`src/rtl/fdc_regfile_pkg.sv`:
```
package fdc_regfile_pkg;
   localparam int NUM_OFFS = 12;

   localparam int OFF_ERR    = 0;
   localparam int OFF_PHASE  = 1;
   localparam int OFF_SETUP  = 2;
   localparam int OFF_MCLR   = 3;
   localparam int OFF_MSET   = 4;
   localparam int OFF_IFLAG  = 5;
   localparam int OFF_TRACK  = 6;
   localparam int OFF_SECTOR = 7;
   localparam int OFF_GAP    = 8;
   localparam int OFF_FIRST  = 9;
   localparam int OFF_COUNT  = 10;
   localparam int OFF_MASK   = 11;

   // offsets that accept a host write
   localparam logic [NUM_OFFS-1:0] WRITABLE = 12'b1111_0001_1110;

   typedef struct packed {
      logic       valid;
      logic [2:0] addr;
      logic       data;
   } drv_cmd_t;
endpackage

```
`src/rtl/fdc_addr_decode.sv`:
```
module fdc_addr_decode #(
   parameter int ADDR_W = 8,
   parameter int NOFF   = 12,
   parameter logic [NOFF-1:0] WR_OK = '1
) (
   input  logic              wr,
   input  logic              rd,
   input  logic [ADDR_W-1:0] addr,
   output logic [NOFF-1:0]   wr_sel,
   output logic [NOFF-1:0]   rd_sel
);
   for (genvar i = 0; i < NOFF; i++) begin : g_off
      logic hit;
      assign hit = (addr == ADDR_W'(i));
      assign rd_sel[i] = rd & hit;
      if (WR_OK[i]) begin : g_w
         assign wr_sel[i] = wr & hit;
      end else begin : g_nw
         assign wr_sel[i] = 1'b0;
      end
   end
endmodule

```
`src/rtl/fdc_flag_bank.sv`:
```
module fdc_flag_bank #(
   parameter int W = 8
) (
   input  logic         clk,
   input  logic         rst_n,
   input  logic         clr,
   input  logic [W-1:0] set,
   output logic [W-1:0] q
);
   // each bit is a sticky cell: set wins over a same-cycle clear
   for (genvar b = 0; b < W; b++) begin : g_bit
      always_ff @(posedge clk or negedge rst_n) begin
         if (!rst_n)      q[b] <= 1'b0;
         else if (set[b]) q[b] <= 1'b1;
         else if (clr)    q[b] <= 1'b0;
      end
   end
endmodule

```
`src/rtl/fdc_irq_gen.sv`:
```
module fdc_irq_gen #(
   parameter int W    = 8,
   parameter bit HOLD = 1'b1
) (
   input  logic         clk,
   input  logic         rst_n,
   input  logic         en,
   input  logic [W-1:0] flags,
   input  logic [W-1:0] mask,
   output logic         irq
);
   logic pend;
   assign pend = |(flags & mask);

   if (HOLD) begin : g_hold
      always_ff @(posedge clk or negedge rst_n) begin
         if (!rst_n)  irq <= 1'b0;
         else if (en) irq <= pend;
      end
   end else begin : g_gate
      always_ff @(posedge clk or negedge rst_n) begin
         if (!rst_n) irq <= 1'b0;
         else        irq <= en & pend;
      end
   end
endmodule

```
`src/rtl/fdc_drive_port.sv`:
```
module fdc_drive_port
   import fdc_regfile_pkg::*;
(
   input  logic       clk,
   input  logic       rst_n,
   input  logic       phase_wr,
   input  logic [3:0] wnib,
   input  logic       drv_sel,
   input  logic       side,
   input  logic [3:0] phase_q,
   input  logic       stat_in,
   output drv_cmd_t   cmd,
   output logic [3:0] stat_addr,
   output logic [7:0] hs_byte
);
   logic strobe;
   assign strobe = phase_wr & wnib[3] & drv_sel;

   always_ff @(posedge clk or negedge rst_n) begin
      if (!rst_n) begin
         cmd <= '0;
      end else begin
         cmd.valid <= strobe;
         if (strobe) begin
            cmd.addr <= {side, wnib[1:0]};
            cmd.data <= wnib[2];
         end
      end
   end

   assign stat_addr = {side, phase_q[2:0]};
   assign hs_byte   = drv_sel ? {4'b0, stat_in, stat_in, 2'b0} : 8'h0C;
endmodule

```
`src/rtl/fdc_regfile.sv`:
```
module fdc_regfile
   import fdc_regfile_pkg::*;
#(
   parameter int   ADDR_W        = 8,
   parameter int   FLAG_W        = 8,
   parameter logic [7:0] FIRST_RST = 8'hFF,
   parameter int   IEN_BIT       = 0,
   parameter int   DSEL_BIT      = 1,
   parameter int   SIDE_BIT      = 5,
   parameter bit   IRQ_HOLD      = 1'b1
) (
   input  logic              clk,
   input  logic              rst_n,
   input  logic              bus_wr,
   input  logic              bus_rd,
   input  logic [ADDR_W-1:0] bus_addr,
   input  logic [7:0]        bus_wdata,
   output logic [7:0]        bus_rdata,
   input  logic [FLAG_W-1:0] flag_set,
   input  logic [FLAG_W-1:0] err_set,
   input  logic              id_load,
   input  logic [7:0]        id_track,
   input  logic [7:0]        id_sector,
   output logic [7:0]        mode_out,
   output logic              irq,
   output logic [3:0]        phase_out,
   output logic              drv_cmd_valid,
   output logic [2:0]        drv_cmd_addr,
   output logic              drv_cmd_data,
   output logic [3:0]        drv_stat_addr,
   input  logic              drv_stat_in
);
   if (FLAG_W < 1 || FLAG_W > 8) begin : g_bad_fw
      $error("FLAG_W must lie in 1..8");
   end
   if (ADDR_W < 4) begin : g_bad_aw
      $error("ADDR_W too small for the register map");
   end
   if (IEN_BIT > 7 || DSEL_BIT > 7 || SIDE_BIT > 7) begin : g_bad_bit
      $error("mode bit index out of range");
   end

   logic [NUM_OFFS-1:0] wr_sel, rd_sel;
   logic [7:0] mode_q, setup_q, gap_q, first_q, count_q, track_q, sector_q;
   logic [3:0] phase_q;
   logic [FLAG_W-1:0] mask_q, flags_q, err_q;
   logic [7:0] hs_byte;
   drv_cmd_t   cmd;

   fdc_addr_decode #(.ADDR_W(ADDR_W), .NOFF(NUM_OFFS), .WR_OK(WRITABLE)) u_dec (
      .wr(bus_wr), .rd(bus_rd), .addr(bus_addr), .wr_sel(wr_sel), .rd_sel(rd_sel));

   fdc_flag_bank #(.W(FLAG_W)) u_err (
      .clk(clk), .rst_n(rst_n), .clr(rd_sel[OFF_ERR]), .set(err_set), .q(err_q));

   fdc_flag_bank #(.W(FLAG_W)) u_flags (
      .clk(clk), .rst_n(rst_n), .clr(rd_sel[OFF_IFLAG]), .set(flag_set), .q(flags_q));

   fdc_irq_gen #(.W(FLAG_W), .HOLD(IRQ_HOLD)) u_irq (
      .clk(clk), .rst_n(rst_n), .en(mode_q[IEN_BIT]), .flags(flags_q),
      .mask(mask_q), .irq(irq));

   fdc_drive_port u_drv (
      .clk(clk), .rst_n(rst_n), .phase_wr(wr_sel[OFF_PHASE]), .wnib(bus_wdata[3:0]),
      .drv_sel(mode_q[DSEL_BIT]), .side(mode_q[SIDE_BIT]), .phase_q(phase_q),
      .stat_in(drv_stat_in), .cmd(cmd), .stat_addr(drv_stat_addr), .hs_byte(hs_byte));

   always_ff @(posedge clk or negedge rst_n) begin
      if (!rst_n) begin
         mode_q  <= '0;
         setup_q <= '0;
         gap_q   <= '0;
         first_q <= FIRST_RST;
         count_q <= '0;
         mask_q  <= '0;
         phase_q <= '0;
      end else begin
         if (wr_sel[OFF_MCLR])  mode_q  <= mode_q & ~bus_wdata;
         if (wr_sel[OFF_MSET])  mode_q  <= mode_q | bus_wdata;
         if (wr_sel[OFF_SETUP]) setup_q <= bus_wdata;
         if (wr_sel[OFF_GAP])   gap_q   <= bus_wdata;
         if (wr_sel[OFF_FIRST]) first_q <= bus_wdata;
         if (wr_sel[OFF_COUNT]) count_q <= bus_wdata;
         if (wr_sel[OFF_MASK])  mask_q  <= bus_wdata[FLAG_W-1:0];
         if (wr_sel[OFF_PHASE]) phase_q <= bus_wdata[3:0];
      end
   end

   always_ff @(posedge clk or negedge rst_n) begin
      if (!rst_n) begin
         track_q  <= '0;
         sector_q <= '0;
      end else if (id_load) begin
         track_q  <= id_track;
         sector_q <= id_sector;
      end
   end

   // read view per offset; a one-hot select picks the entry
   logic [7:0] view [NUM_OFFS];
   always_comb begin
      view[OFF_ERR]    = 8'(err_q);
      view[OFF_PHASE]  = {4'b0, phase_q};
      view[OFF_SETUP]  = setup_q;
      view[OFF_MCLR]   = mode_q;
      view[OFF_MSET]   = hs_byte;
      view[OFF_IFLAG]  = 8'(flags_q);
      view[OFF_TRACK]  = track_q;
      view[OFF_SECTOR] = sector_q;
      view[OFF_GAP]    = gap_q;
      view[OFF_FIRST]  = first_q;
      view[OFF_COUNT]  = count_q;
      view[OFF_MASK]   = 8'(mask_q);
      bus_rdata = '0;
      for (int i = 0; i < NUM_OFFS; i++)
         if (rd_sel[i]) bus_rdata = bus_rdata | view[i];
   end

   assign mode_out      = mode_q;
   assign phase_out     = phase_q;
   assign drv_cmd_valid = cmd.valid;
   assign drv_cmd_addr  = cmd.addr;
   assign drv_cmd_data  = cmd.data;
endmodule

```
`config.mk`:
```
export PLATFORM = sky130hd
export DESIGN_NAME = fdc_regfile
export DESIGN_NICKNAME = d
export VERILOG_FILES = /design/src/rtl/fdc_regfile_pkg.sv /design/src/rtl/fdc_addr_decode.sv /design/src/rtl/fdc_flag_bank.sv /design/src/rtl/fdc_irq_gen.sv /design/src/rtl/fdc_drive_port.sv /design/src/rtl/fdc_regfile.sv
export SDC_FILE = /design/constraint.sdc
export NUM_CORES = 1
export LEC_CHECK = 0
export ABC_AREA = 1
export BUFFER_PORTS_ARGS = -buffer_cell sky130_fd_sc_hd__buf_2
export CORE_MARGIN = 8
export CORE_UTILIZATION = 29
export CTS_CLUSTER_SIZE = 24
export DETAILED_ROUTE_END_ITERATION = 12
export PLACE_DENSITY_LB_ADDON = 0.05
export SYNTH_ARGS = -nofsm -noshare
export SYNTH_HDL_FRONTEND = slang
export SYNTH_SLANG_ARGS = --single-unit
export TNS_END_PERCENT = 10
```
`constraint.sdc`:
```
create_clock -name clk -period 2 [get_ports clk]
set_input_delay 0 -clock clk [delete_from_list [all_inputs] [get_ports clk]]
set_output_delay 0 -clock clk [all_outputs]
set_load 0.01 [all_outputs]
```
==> run summary <==
CTS tree - yes
Vias in the first global route - 3931
Total Nets Final - 663
# rows - 45
First-pass GRT wire length - 22700 µm
Die area - 0.0194 mm²
Total GRT Usage - 0.152
Fraction of registers with async set/reset - 1.00
Share of layout cells above drive strength 1 - 0.252
Top cell by count, worst path - nand3_1
Area leader, netlist - dfrtp_1
Worst Setup Start Kind - flip-flop
Final setup violating endpoints - 0
Final HPWL DP - 10700 µm
Post-layout min period - 1.80 ns
Average cell area after synthesis - 8.93 µm²
Kind of critical path - flip-flop to output pin
PortBufs - 83
Static leakage - 2.84 nW
Total clock sinks - 90
Largest cells by area after synthesis - dfrtp_1, nand2_1, nand3_1
Clk slew on worst S/H paths - 0.07 ns
Pwr Total - 0.00412 W
R2R Path End - u_drv.cmd[2]$_DFFE_PN0P_
Hold Crit Start - bus_wdata[6]
Ys Warns - 0
Setup TNS - 0 ns
Register area share after synthesis - 0.514
Post-Syn Area - 0.00440 mm²
Ant. Diodes - 0
Total CTS buffers - 9
Max Cap Viol - 0
Residual DRC count - 0
Maximum VDD drop - 0.387 mV
CP peak stage delay - 0.46 ns
EDFF count, synth - 0
Antenna-violating nets left - 0
Reg2Reg Setup Slack - 0.89 ns
Mux cell area share after synthesis - 0.0307
Worst slew pin tran - 0.446 ns
Starting Density - 0.293
Fillcell total - 1584
Synth Area in Compound Gates - 0.134
CP Data Required Time - 2.00 ns
CTS H-tree lvls - 3
Final hold violation count - 0
Vias/cell - 4.68
Chip width - 139 µm
Total gr overflow - 0
CP top delay family - flip-flops
Hold Crit Depth - 3
CP bufs+invs - 2
DRT iter0 DRCs - 188
Initial antenna violation count - 0
Root buf cell - clkbuf_16
Slew margin rel. - 0.702
Simple-Gate Fraction of Synth Area - 0.252
Cell Chain, Critical Path - inv_1 > o21a_1 > nand2_1 > nand3_1 > nor2_1 > nand3_1 > buf_2
PwrDens - 731 mW/mm²
Via Count - 3757
XOR/XNOR share of the synthesized area - 0
Netlist cell types - 33
IO Pins - 84
Skew final - 0.00400 ns
R2R cell count - 4
Routability cong. - 0.794
Syn-to-layout area delta - 28.2%
Clk Latency, worst-skew pair - 0.35 ns
Synthesized Nets - 547
CTS max path bufs - 2
Worst path slowest cell - dfrtp_1
RSZ-0062 raised after global routing - false
Drt total wl - 14300 µm
Largest net degree at the start of global routing - 40
DRT Pass-1 Iters - 4
Top cell type's share of synthesized area - 0.466
CP arrival - 1.80 ns
Chip Height - 139 µm
Synthesis-stage register bit count - 90
Core footprint - 0.0150 mm²
Crit path max fanout - 4
Post-synthesis instance total - 493
Worst hold path type - input port to flip-flop
Status - completed
Ys flop type - dfrtp_1
Wire length per cell - 17.8 µm
Crit. End Element - output pin
Post-Synth Adder-Cell Area - 0
Max-slew violations - 0
Post-CTS Setup Inserts - 0
Fmax - 557 MHz
Main combinational cell family by area after synthesis - simple AND/OR/NAND/NOR gates
Final period util - 0.898
## synthesized netlist by cell type (7+ instances only)
| cell | instances |
|---|---|
| dfstp_2 | 8 |
| nor2_1 | 31 |
| nand2_1 | 95 |
| buf_4 | 8 |
| nand2_2 | 8 |
| inv_1 | 37 |
| o21bai_1 | 10 |
| nand4_1 | 9 |
| o21ai_1 | 27 |
| nand3_1 | 58 |
| o21ai_0 | 54 |
| mux2_2 | 12 |
| dfrtp_1 | 82 |
| clkbuf_1 | 7 |
## tightest hold or removal path: cells and delay by family
| kind | cells | cell delay, ns |
|---|---|---|
| buffers and inverters | 2 | 0.17 |
| AOI/OAI and AO/OA | 1 | 0.15 |
## kinds of logic after synthesis
logic type      Yosys count
buf+inv                  64
flops                    90
mux                      12
compound gates          106
simple gates            221
## cells in the final DEF, fill, tap and decap left out, types with 2 or more instances in the layout
master	instances
o21ai_0	54
nand3_1	58
nor2_8	5
nand3_2	2
clkbuf_16	9
clkbuf_1	2
buf_4	12
a21oi_1	2
nand2_1	95
nor2_2	3
inv_1	37
a21o_1	6
nor2_1	31
nor2_4	3
mux2_2	12
nand3b_1	3
clkinv_4	2
dlygate4sd3_1	34
o21bai_1	10
nand4_1	9
inv_2	3
o21ai_1	27
dfrtp_1	82
buf_2	82
dfstp_2	8
o21a_1	4
nand2_2	8
## metal layers
metal | track usage | share of wire | up-vias
met2 | 0.240 | 0.47 | 72
met4 | 0.0427 | 0.0050 | 0
li1 | - | - | 1872
met5 | 0 | 0 | -
met1 | 0.200 | 0.48 | 1808
met3 | 0.0420 | 0.042 | 5
## report_power, final
part           internal, W  leakage, nW  total, W  switching (W)
Sequential         0.00192         1.10   0.00198      0.0000608
Clock              0.00101        0.147   0.00174       0.000732
Combinational     0.000177         1.59  0.000403       0.000225
Total              0.00310         2.84   0.00412        0.00102
## stage by stage
step,hold WS [ns],setup slack (ns),area [µm²],util,std cells
2_1_floorplan,-0.296,0.972,4400,-,493
3_3_place_gp,-0.0261,0.266,5000,0.333,752
3_5_place_dp,-0.0273,0.291,5000,0.333,752
4_1_cts,0.0153,0.159,5640,0.375,802
5_1_grt,0.0109,0.0179,5640,0.375,802
6_report,0.0215,0.203,5640,0.375,802
## cell type report
cell class	count	area [µm²]	area share
inverter	40	150	0.0266
timing repair buffer	129	861	0.153
sequential	90	2260	0.401
multi-input combinational	339	1830	0.325
tap	188	235	0.0417
clock inverter	4	52.6	0.00932
clock buffer	12	246	0.0437
## worst max-delay path by stage
stage                     start                       end  cells after the start
finish                flip-flop              bus_rdata[2]                      7
global route          flip-flop              bus_rdata[3]                      7
CTS                   flip-flop              bus_rdata[2]                      7
detailed placement  bus_addr[0]              bus_rdata[6]                      9
global placement    bus_addr[0]              bus_rdata[6]                      9
floorplan           bus_addr[5]  u_drv.cmd[1]$_DFFE_PN0P_                      8
## what timing repair did
| item | in CTS | in global routing |
|---|---|---|
| endpoints found under the setup margin | 0 | 0 |
| resized for setup | 0 | 0 |
| hold endpoints to repair | 94 | 0 |
| hold buffers | 34 | 0 |
(Power assumes the default switching activity.)
